--- config.mk ---
export PLATFORM = sky130hd
export DESIGN_NAME = amem_read_seq
export DESIGN_NICKNAME = d
export VERILOG_FILES = /design/src/rtl/amem_pkg.sv /design/src/rtl/amem_strobe_timer.sv /design/src/rtl/amem_predict_buf.sv /design/src/rtl/amem_next_queue.sv /design/src/rtl/amem_read_seq.sv
export SDC_FILE = /design/constraint.sdc
export NUM_CORES = 1
export LEC_CHECK = 0
export BUFFER_PORTS_ARGS = -buffer_cell sky130_fd_sc_hd__buf_4
export CELL_PAD_IN_SITES_DETAIL_PLACEMENT = 0
export CELL_PAD_IN_SITES_GLOBAL_PLACEMENT = 2
export CORE_UTILIZATION = 36
export DETAILED_ROUTE_END_ITERATION = 10
export PLACE_DENSITY_LB_ADDON = 0.1
export SLEW_MARGIN = 10
export SYNTH_ARGS = -nofsm -noshare
export SYNTH_HDL_FRONTEND = slang
export SYNTH_SLANG_ARGS = --single-unit
--- constraint.sdc ---
create_clock -name clk_i -period 4.55 [get_ports clk_i]
set_input_delay 0.455 -clock clk_i [delete_from_list [all_inputs] [get_ports clk_i]]
set_output_delay 0.455 -clock clk_i [all_outputs]
set_load 0.01 [all_outputs]
--- src/rtl/amem_pkg.sv ---
package amem_pkg;
  typedef enum logic [1:0] {ACC_DEMAND, ACC_SPEC, ACC_DUP} acc_kind_e;
  typedef enum logic [1:0] {ST_IDLE, ST_BUS, ST_REC} bus_state_e;
endpackage

--- src/rtl/amem_strobe_timer.sv ---
module amem_strobe_timer #(
  parameter int WSW = 4
) (
  input  logic           clk_i,
  input  logic           rst_ni,
  input  logic           run_i,
  input  logic [WSW-1:0] ws_i,
  input  logic           ack_en_i,
  input  logic           ack_i,
  output logic           done_o
);
  localparam int CW = WSW + 1;

  logic [CW-1:0] cnt_q;
  logic [CW-1:0] min_last;
  logic          min_hit;

  assign min_last = {1'b0, ws_i} + CW'(1);
  assign min_hit  = (cnt_q >= min_last);
  assign done_o   = run_i && min_hit && (!ack_en_i || ack_i);

  // saturates once the minimum window is reached; ack wait may be unbounded
  always_ff @(posedge clk_i or negedge rst_ni) begin
    if (!rst_ni) begin
      cnt_q <= '0;
    end else if (!run_i || done_o) begin
      cnt_q <= '0;
    end else if (!min_hit) begin
      cnt_q <= cnt_q + CW'(1);
    end
  end
endmodule

--- src/rtl/amem_predict_buf.sv ---
module amem_predict_buf #(
  parameter int AW = 16,
  parameter int DW = 32
) (
  input  logic          clk_i,
  input  logic          rst_ni,
  input  logic          load_i,
  input  logic [AW-1:0] load_addr_i,
  input  logic [DW-1:0] load_data_i,
  input  logic          clear_i,
  input  logic [AW-1:0] query_addr_i,
  output logic          hit_o,
  output logic [DW-1:0] data_o
);
  logic          valid_q;
  logic [AW-1:0] addr_q;
  logic [DW-1:0] data_q;

  assign hit_o  = valid_q && (addr_q == query_addr_i);
  assign data_o = data_q;

  always_ff @(posedge clk_i or negedge rst_ni) begin
    if (!rst_ni) begin
      valid_q <= 1'b0;
      addr_q  <= '0;
      data_q  <= '0;
    end else if (load_i) begin
      valid_q <= 1'b1;
      addr_q  <= load_addr_i;
      data_q  <= load_data_i;
    end else if (clear_i) begin
      valid_q <= 1'b0;
    end
  end
endmodule

--- src/rtl/amem_next_queue.sv ---
module amem_next_queue
  import amem_pkg::*;
#(
  parameter int AW = 16
) (
  input  logic          clk_i,
  input  logic          rst_ni,
  input  logic          pred_dis_i,
  input  logic          set_i,
  input  logic [AW-1:0] set_addr_i,
  input  logic          set_last_i,
  input  logic          take_i,
  input  logic          clear_i,
  output logic          valid_o,
  output logic [AW-1:0] addr_o,
  output acc_kind_e     kind_o
);
  always_ff @(posedge clk_i or negedge rst_ni) begin
    if (!rst_ni) begin
      valid_o <= 1'b0;
      addr_o  <= '0;
      kind_o  <= ACC_SPEC;
    end else if (set_i && !pred_dis_i) begin
      valid_o <= 1'b1;
      addr_o  <= set_last_i ? set_addr_i : set_addr_i + AW'(1);
      kind_o  <= set_last_i ? ACC_DUP : ACC_SPEC;
    end else if (take_i || clear_i) begin
      valid_o <= 1'b0;
    end
  end
endmodule

--- src/rtl/amem_read_seq.sv ---
module amem_read_seq
  import amem_pkg::*;
#(
  parameter int AW  = 16,
  parameter int DW  = 32,
  parameter int WSW = 4
) (
  input  logic           clk_i,
  input  logic           rst_ni,
  input  logic [WSW-1:0] ws_cnt_i,
  input  logic           ack_en_i,
  input  logic           pred_dis_i,
  input  logic           req_valid_i,
  output logic           req_ready_o,
  input  logic [AW-1:0]  req_addr_i,
  input  logic           req_last_i,
  output logic           rsp_valid_o,
  output logic [DW-1:0]  rsp_data_o,
  output logic [AW-1:0]  mem_addr_o,
  output logic           mem_cs_no,
  output logic           mem_rd_no,
  output logic           mem_wr_no,
  input  logic [DW-1:0]  mem_data_i,
  input  logic           mem_ack_i
);
  bus_state_e    state_q;
  acc_kind_e     cur_kind_q;
  logic [AW-1:0] cur_addr_q;
  logic          pend_q;
  logic [AW-1:0] pend_addr_q;
  logic          pend_last_q;

  logic          t_done;
  logic          finish;
  logic          demand_done;
  logic          buf_hit;
  logic [DW-1:0] buf_data;
  logic          nq_valid;
  logic [AW-1:0] nq_addr;
  acc_kind_e     nq_kind;

  logic          launch;
  logic [AW-1:0] launch_addr;
  acc_kind_e     launch_kind;
  logic          serve_hit;
  logic          nq_take;
  logic          drop_spec;
  logic          accept;

  assign accept      = req_valid_i && req_ready_o;
  assign req_ready_o = !pend_q;
  assign finish      = (state_q == ST_BUS) && t_done;
  assign demand_done = finish && (cur_kind_q == ACC_DEMAND);

  always_comb begin
    launch      = 1'b0;
    launch_addr = pend_addr_q;
    launch_kind = ACC_DEMAND;
    serve_hit   = 1'b0;
    nq_take     = 1'b0;
    drop_spec   = 1'b0;
    if (state_q == ST_IDLE) begin
      if (pend_q) begin
        if (buf_hit) begin
          serve_hit = 1'b1;
        end else begin
          launch    = 1'b1;
          drop_spec = 1'b1;
        end
      end else if (nq_valid) begin
        launch      = 1'b1;
        launch_addr = nq_addr;
        launch_kind = nq_kind;
        nq_take     = 1'b1;
      end
    end
  end

  amem_strobe_timer #(.WSW(WSW)) u_timer (
    .clk_i   (clk_i),
    .rst_ni  (rst_ni),
    .run_i   (state_q == ST_BUS),
    .ws_i    (ws_cnt_i),
    .ack_en_i(ack_en_i),
    .ack_i   (mem_ack_i),
    .done_o  (t_done)
  );

  amem_predict_buf #(.AW(AW), .DW(DW)) u_pbuf (
    .clk_i       (clk_i),
    .rst_ni      (rst_ni),
    .load_i      (finish && (cur_kind_q == ACC_SPEC)),
    .load_addr_i (cur_addr_q),
    .load_data_i (mem_data_i),
    .clear_i     (serve_hit || drop_spec),
    .query_addr_i(pend_addr_q),
    .hit_o       (buf_hit),
    .data_o      (buf_data)
  );

  amem_next_queue #(.AW(AW)) u_nq (
    .clk_i     (clk_i),
    .rst_ni    (rst_ni),
    .pred_dis_i(pred_dis_i),
    .set_i     (serve_hit || demand_done),
    .set_addr_i(serve_hit ? pend_addr_q : cur_addr_q),
    .set_last_i(pend_last_q),
    .take_i    (nq_take),
    .clear_i   (drop_spec),
    .valid_o   (nq_valid),
    .addr_o    (nq_addr),
    .kind_o    (nq_kind)
  );

  always_ff @(posedge clk_i or negedge rst_ni) begin
    if (!rst_ni) begin
      state_q    <= ST_IDLE;
      cur_kind_q <= ACC_DEMAND;
      cur_addr_q <= '0;
    end else begin
      unique case (state_q)
        ST_IDLE: if (launch) begin
          state_q    <= ST_BUS;
          cur_addr_q <= launch_addr;
          cur_kind_q <= launch_kind;
        end
        ST_BUS:  if (t_done) state_q <= ST_REC;
        ST_REC:  state_q <= ST_IDLE;
        default: state_q <= ST_IDLE;
      endcase
    end
  end

  always_ff @(posedge clk_i or negedge rst_ni) begin
    if (!rst_ni) begin
      pend_q      <= 1'b0;
      pend_addr_q <= '0;
      pend_last_q <= 1'b0;
    end else if (accept) begin
      pend_q      <= 1'b1;
      pend_addr_q <= req_addr_i;
      pend_last_q <= req_last_i;
    end else if (serve_hit || demand_done) begin
      pend_q <= 1'b0;
    end
  end

  always_ff @(posedge clk_i or negedge rst_ni) begin
    if (!rst_ni) begin
      rsp_valid_o <= 1'b0;
      rsp_data_o  <= '0;
    end else begin
      rsp_valid_o <= serve_hit || demand_done;
      if (serve_hit)        rsp_data_o <= buf_data;
      else if (demand_done) rsp_data_o <= mem_data_i;
    end
  end

  assign mem_addr_o = cur_addr_q;
  assign mem_cs_no  = (state_q != ST_BUS);
  assign mem_rd_no  = (state_q != ST_BUS);
  assign mem_wr_no  = 1'b1;
endmodule

==> impl_metrics.json, run 1 <==
{
  "status": "finished, final reports clean",
  "cts_root_buffer": "clkbuf_16",
  "async_reset_ff_share_pct": 100,
  "startpoint_type": "flip-flop",
  "final_util_pct": 45.5,
  "crit_slowest_cell": "or3_2",
  "synth_compound_area_share_pct": 8.26,
  "slew_headroom_pct": 28.1,
  "grt_max_degree": 104,
  "end_kind": "flip-flop",
  "insertion_delay_ns": 0.42,
  "yosys.area_share.simple_pct": 14.7,
  "place_hpwl_um": 11800,
  "hold_class": "input pin to async pin",
  "path_buf_inv": 0,
  "drtPass1Iterations": 4,
  "synth_top_family_by_area": "multiplexers",
  "crit_required_ns": 4.85,
  "dieWidth_um": 141,
  "combPwrFrac_pct": 32.1,
  "initial_core_util_pct": 36.9,
  "die_h_um": 141,
  "p_sw_w": 0.00187,
  "synth_adder_area_share_pct": 1.45,
  "clkSinkCount": 144,
  "path_delay_family": "simple AND/OR/NAND/NOR gates",
  "cts_htree_levels": 4,
  "hold_violations": 0,
  "num_rows": 50,
  "netlist_top_cells_area": "dfrtp_1, mux2_2, nand2_1",
  "ioPinCount": 112,
  "synth_ff_type": "dfrtp_1",
  "critPathKind": "flip-flop to flip-flop",
  "reg2reg_from": "pend_addr_q[2]",
  "synthToLayoutAreaGrowth_pct": 23.4,
  "overflow": 0,
  "crit_fanout": 8,
  "drv_slew": 0,
  "global_route.usage.total_pct": 18.8,
  "yosys.area.top_type": "dfrtp_1",
  "post_cts_resize_count": 0,
  "synth_nets": 730,
  "max_freq_mhz": 244,
  "first_iter_violations": 231,
  "finalSetupTns_ns": 0,
  "seqPwrFrac_pct": 41.5,
  "yosys.area_share.xor_xnor_pct": 4.79,
  "critPathArrivalTime_ns": 4.39,
  "internal_power_w": 0.00352,
  "grt_pass1_wl_um": 28600,
  "ys_seq_area_share_pct": 52.1,
  "ys_warn_count": 0,
  "peakVddDrop_v": 0.000279,
  "place.gp.congestion": 0.820,
  "portBuffers": 110,
  "avgViaCountPerCell": 5.08,
  "routed_wl_um": 17400,
  "ant_nets": 0,
  "syn_avg_cell_area_um2": 10.4,
  "core_area_um2": 18800,
  "placed_cell_area_um2": 7940,
  "grt_pass1_vias": 5273,
  "r2r_end": "u_nq.addr_o[8]",
  "postCtsHoldBufs": 0,
  "synth_top_cell_area_share_pct": 51.7,
  "clk_path_buf_depth": 2,
  "pwr-share-clk_pct": 26.4,
  "synth_area_um2": 6920,
  "final_common_cell": "dfrtp_1",
  "synth.mux.area_fraction_pct": 15.0,
  "setup_viol": 0,
  "path_cells": "xnor2_1 -> nand4_1 -> or3_4 -> or3_2 -> mux2_2 -> ha_1 -> nand2b_1 -> nor3_1 -> nand3_1 -> nor4_1 -> nor2_1 -> xor2_1 -> mux2_2",
  "antenna_found_initial": 0,
  "powerDensity_nw_per_um2": 631,
  "drive_gt1_share_pct": 30.3,
  "nets": 830,
  "path_clk_slew_ns": 0.06,
  "cts-buffers-inserted": 17,
  "r2r_cells": 13,
  "rsz0062_at_grt": "false",
  "worst_pin_slew_ns": 1.07,
  "ys_ff_latch": 144,
  "max_cap_viol_count": 0,
  "drc": 0,
  "r2r_slack_ns": 0.46,
  "slowest_delay_ns": 0.57,
  "post-route-cell-area_um2": 8540,
  "synth_edf_count": 0,
  "path_common_cell": "mux2_2",
  "cts_tree": "yes",
  "yosysUniqueCellTypes": 47,
  "die_area_um2": 19800,
  "mostFrequentLayoutCells": "dfrtp_1, nand2_1, buf_4",
  "synthCells": 663,
  "fin_skew_ns": 0.0118,
  "p_leak_nw": 3.99,
  "num_vias": 5133,
  "post_drt_wl_per_cell_um": 17.3,
  "cts_setup_buffers": 0,
  "period_share_pct": 89.9,
  "power_w": 0.00539,
  "min_period_ns": 4.09,
  "p_sw_share_pct": 34.7,
  "diodes": 0
}
flip-flops by register name (all words and copies together) (netlist names):
name            flops
u_nq.addr_o        16
rsp_data_o         32
cur_kind_q          2
pend_q              1
u_pbuf.addr_q      16
u_nq.valid_o        1
pend_last_q         1
u_timer.cnt_q       5
u_nq.kind_o         2
pend_addr_q        16
u_pbuf.data_o      32
rsp_valid_o         1
mem_addr_o         16
state_q             2
u_pbuf.valid_q      1
synthesized netlist by cell type (2+ instances only):
cell	count
nand3_1	12
xnor2_1	26
mux2i_1	26
nand4_1	13
mux2_4	3
nand2b_1	3
nor4_1	4
or2_2	3
buf_6	4
clkbuf_1	19
inv_1	9
or3_1	4
buf_4	4
a21oi_1	7
nand2_1	126
a21o_1	2
o21ai_1	5
ha_1	8
buf_1	2
a31oi_1	33
o21ai_0	33
nor2b_1	5
o31ai_2	3
xor2_1	10
and3_1	5
dfrtp_1	143
mux2_2	65
nor3_1	6
a32o_1	2
buf_2	13
nor2_1	49
worst max-delay path by stage:
stage | start | end | slack, ns | cells past startpoint
floorplan | pend_addr_q[3] | u_nq.addr_o[8] | 1.04 | 16
global placement | pend_addr_q[15] | u_nq.addr_o[8] | 0.64 | 13
detailed placement | pend_addr_q[2] | u_nq.addr_o[8] | 0.53 | 13
CTS | pend_addr_q[2] | u_nq.addr_o[8] | 0.51 | 13
global route | pend_addr_q[15] | u_nq.addr_o[8] | 0.25 | 13
finish | pend_addr_q[2] | u_nq.addr_o[8] | 0.46 | 13
area by class of cell:
class | count | area (um^2)
flip-flops and latches | 144 | 3600
multi-input cells | 468 | 3080
well taps | 234 | 293
fillers | 1759 | 10200
clock inverters | 13 | 163
clock buffers | 19 | 433
inverters | 9 | 33.8
repair buffers | 123 | 927
per-stage QoR:
| stage | hold slack (ns) | instances | worst slack, ns |
|---|---|---|---|
| final | 0.140 | 1010 | 0.458 |
| after global placement | 0.459 | 978 | 0.639 |
| after floorplan | 0.159 | 663 | 1.04 |
| after global routing | 0.221 | 1010 | 0.251 |
| after CTS | 0.209 | 1010 | 0.510 |
| after detailed placement | 0.460 | 978 | 0.528 |
cells by family (layout without fill, tap and decap cells):
logic type,after synthesis,after routing
multiplexers,94,94
flip-flops,144,144
adder cells (fa/ha/maj),8,8
XOR/XNOR,37,37
buffers and inverters,51,164
AO/OA/AOI/OAI,93,93
other,1,1
AND/OR/NAND/NOR,235,235
layer usage:
| layer | up-vias | GRT usage [%] | share of wire (%) |
|---|---|---|---|
| met2 | 104 | 29.1 | 46 |
| met5 | - | 0 | 0 |
| li1 | 2485 | - | - |
| met3 | 15 | 3.53 | 3.9 |
| met4 | 0 | 6.41 | 1.5 |
| met1 | 2529 | 26.5 | 48 |
worst reg2reg max path: cells and delay by family (launching register included):
| family | cells | cell delay (ns) |
|---|---|---|
| adder cells (fa/ha/maj) | 1 | 0.17 |
| multiplexers | 2 | 0.56 |
| flip-flops | 1 | 0.46 |
| AND/OR/NAND/NOR | 8 | 2.40 |
| XOR/XNOR | 2 | 0.40 |
power by group through the flow:
stage          clock (W)  combinational (W)  sequential [W]
3_5_place_dp           0            0.00176         0.00226
2_1_floorplan          0            0.00110         0.00218
5_1_grt          0.00151            0.00193         0.00231
3_3_place_gp           0            0.00174         0.00224
4_1_cts          0.00146            0.00177         0.00224
6_report         0.00142            0.00173         0.00224
Power figures use the tool's default switching activity.
==> run 2, diff against run 1 <==
--- a/config.mk
+++ b/config.mk
@@ -10,7 +10,7 @@
 export CELL_PAD_IN_SITES_GLOBAL_PLACEMENT = 2
 export CORE_UTILIZATION = 36
 export DETAILED_ROUTE_END_ITERATION = 10
-export PLACE_DENSITY_LB_ADDON = 0.1
+export PLACE_DENSITY_LB_ADDON = 0.15
 export SLEW_MARGIN = 10
 export SYNTH_ARGS = -nofsm -noshare
 export SYNTH_HDL_FRONTEND = slang
==> run 2 against run 1 <==
Compared with the run above: die area is the same; sequential power is essentially flat; count of clock-buffer cells in the layout grew 2; largest cell class unchanged; global-route usage grew 0.46 points; utilization grew 0.19 points.
==> impl_metrics.json, run 2 (synthesis gave the netlist of run 1 again) <==
{
  "status": "finished, final reports clean",
  "critPathArrivalTime_ns": 4.32,
  "grt_pass1_vias": 5254,
  "critPathKind": "flip-flop to flip-flop",
  "synthToLayoutAreaGrowth_pct": 23.9,
  "grt_pass1_wl_um": 29100,
  "final_common_cell": "dfrtp_1",
  "setup_viol": 0,
  "place.gp.congestion": 0.790,
  "grt_max_degree": 84,
  "cts_tree": "yes",
  "hold_class": "input pin to async pin",
  "grt_use_met1_pct": 27.1,
  "path_clk_slew_ns": 0.06,
  "initial_core_util_pct": 36.9,
  "r2r_cells": 13,
  "cts_htree_levels": 4,
  "insertion_delay_ns": 0.43,
  "drive_gt1_share_pct": 30.3,
  "timing.final.ws_setup_ns": 0.537,
  "cts_root_buffer": "clkbuf_16",
  "drv_slew": 0,
  "die_h_um": 141,
  "slew_headroom_pct": 19.2,
  "die_area_um2": 19800,
  "ant_nets": 0,
  "clk_path_buf_depth": 2,
  "drc": 0,
  "p_leak_nw": 4.00,
  "postCtsHoldBufs": 0,
  "place_hpwl_um": 11800,
  "ioPinCount": 112,
  "powerDensity_nw_per_um2": 636,
  "crit_required_ns": 4.86,
  "finalSetupTns_ns": 0,
  "routed_wl_um": 17900,
  "post_drt_wl_per_cell_um": 17.7,
  "min_period_ns": 4.01,
  "clkSinkCount": 144,
  "max_freq_mhz": 249,
  "core_area_um2": 18800,
  "crit_fanout": 8,
  "met3_usage_pct": 3.29,
  "startpoint_type": "flip-flop",
  "num_vias": 5161,
  "portBuffers": 110,
  "hold_violations": 0,
  "overflow": 0,
  "max_cap_viol_count": 0,
  "end_kind": "flip-flop",
  "first_iter_violations": 233,
  "rsz0062_at_grt": "false",
  "peakVddDrop_v": 0.000287,
  "dieWidth_um": 141,
  "drtPass1Iterations": 4,
  "mostFrequentLayoutCells": "dfrtp_1, nand2_1, buf_4",
  "avgViaCountPerCell": 5.13,
  "pre_cts_ws_ns": 0.501,
  "grtUsageMet2_pct": 30.1,
  "worst_pin_slew_ns": 1.21,
  "global_route.usage.total_pct": 19.3,
  "nets": 826,
  "grt-busiest-layer": "met2",
  "cts_setup_buffers": 0,
  "cts-buffers-inserted": 17,
  "num_rows": 50,
  "period_share_pct": 88.2,
  "fin_skew_ns": 0.0107,
  "diodes": 0,
  "final_util_pct": 45.7,
  "antenna_found_initial": 0,
  "post_cts_resize_count": 0
}
run 2: worst max-delay path: stages, from the launching register on:
cell      delay [ns]
dfrtp_1         0.47
xnor2_1         0.23
nand4_1         0.16
or3_4           0.43
or3_2           0.57
mux2_2          0.30
ha_1            0.17
nand2b_1        0.12
nor3_1          0.30
nand3_1         0.20
nor4_1          0.41
nor2_1          0.11
xor2_1          0.17
mux2_2          0.27
run 2: where the power goes:
| part | total, W | switching [W] | internal, W |
|---|---|---|---|
| combinational | 0.00173 | 0.000841 | 0.000886 |
| clock | 0.00148 | 0.000556 | 0.000925 |
| sequential | 0.00225 | 0.000481 | 0.00177 |
| total | 0.00545 | 0.00188 | 0.00358 |
run 2: final cells by class:
| type | instances | area (um^2) |
|---|---|---|
| Clock buffer | 21 | 480 |
| Clock inverter | 11 | 153 |
| Fill cell | 1777 | 10200 |
| Inverter | 9 | 33.8 |
| Multi-Input combinational cell | 468 | 3080 |
| Sequential cell | 144 | 3600 |
| Tap cell | 234 | 293 |
| Timing Repair Buffer | 119 | 922 |
run 2: routing by layer:
metal | share of wire (%) | wire, um | vias to the layer above
li1 | - | - | 2467
met1 | 48 | 8620 | 2571
met2 | 47 | 8320 | 107
met3 | 3.5 | 631 | 16
met4 | 1.6 | 280 | 0
met5 | 0 | 0 | -
run 2: worst paths after layout:
kind | from | end | slack (ns)
max in group asynchronous | rst_ni | rsp_data_o[10] | 3.43
setup reg to reg | pend_addr_q[11] | u_nq.addr_o[8] | 0.54
hold / removal | rst_ni | u_timer.cnt_q[1] | 0.08
hold reg to reg | u_nq.addr_o[0] | u_nq.addr_o[0] | 0.48
min in group clk_i | req_last_i | pend_last_q | 0.24
setup / recovery | pend_addr_q[11] | u_nq.addr_o[8] | 0.54
run 2: stage by stage:
| stage | cell area [um^2] | hold slack (ns) | total power (W) | cells |
|---|---|---|---|---|
| floorplan | 6920 | 0.159 | 0.00328 | 663 |
| global placement | 7940 | 0.453 | 0.00397 | 974 |
| detailed placement | 7940 | 0.469 | 0.00402 | 974 |
| CTS | 8570 | 0.116 | 0.00553 | 1006 |
| global route | 8570 | 0.150 | 0.00584 | 1006 |
| finish | 8570 | 0.0776 | 0.00545 | 1006 |
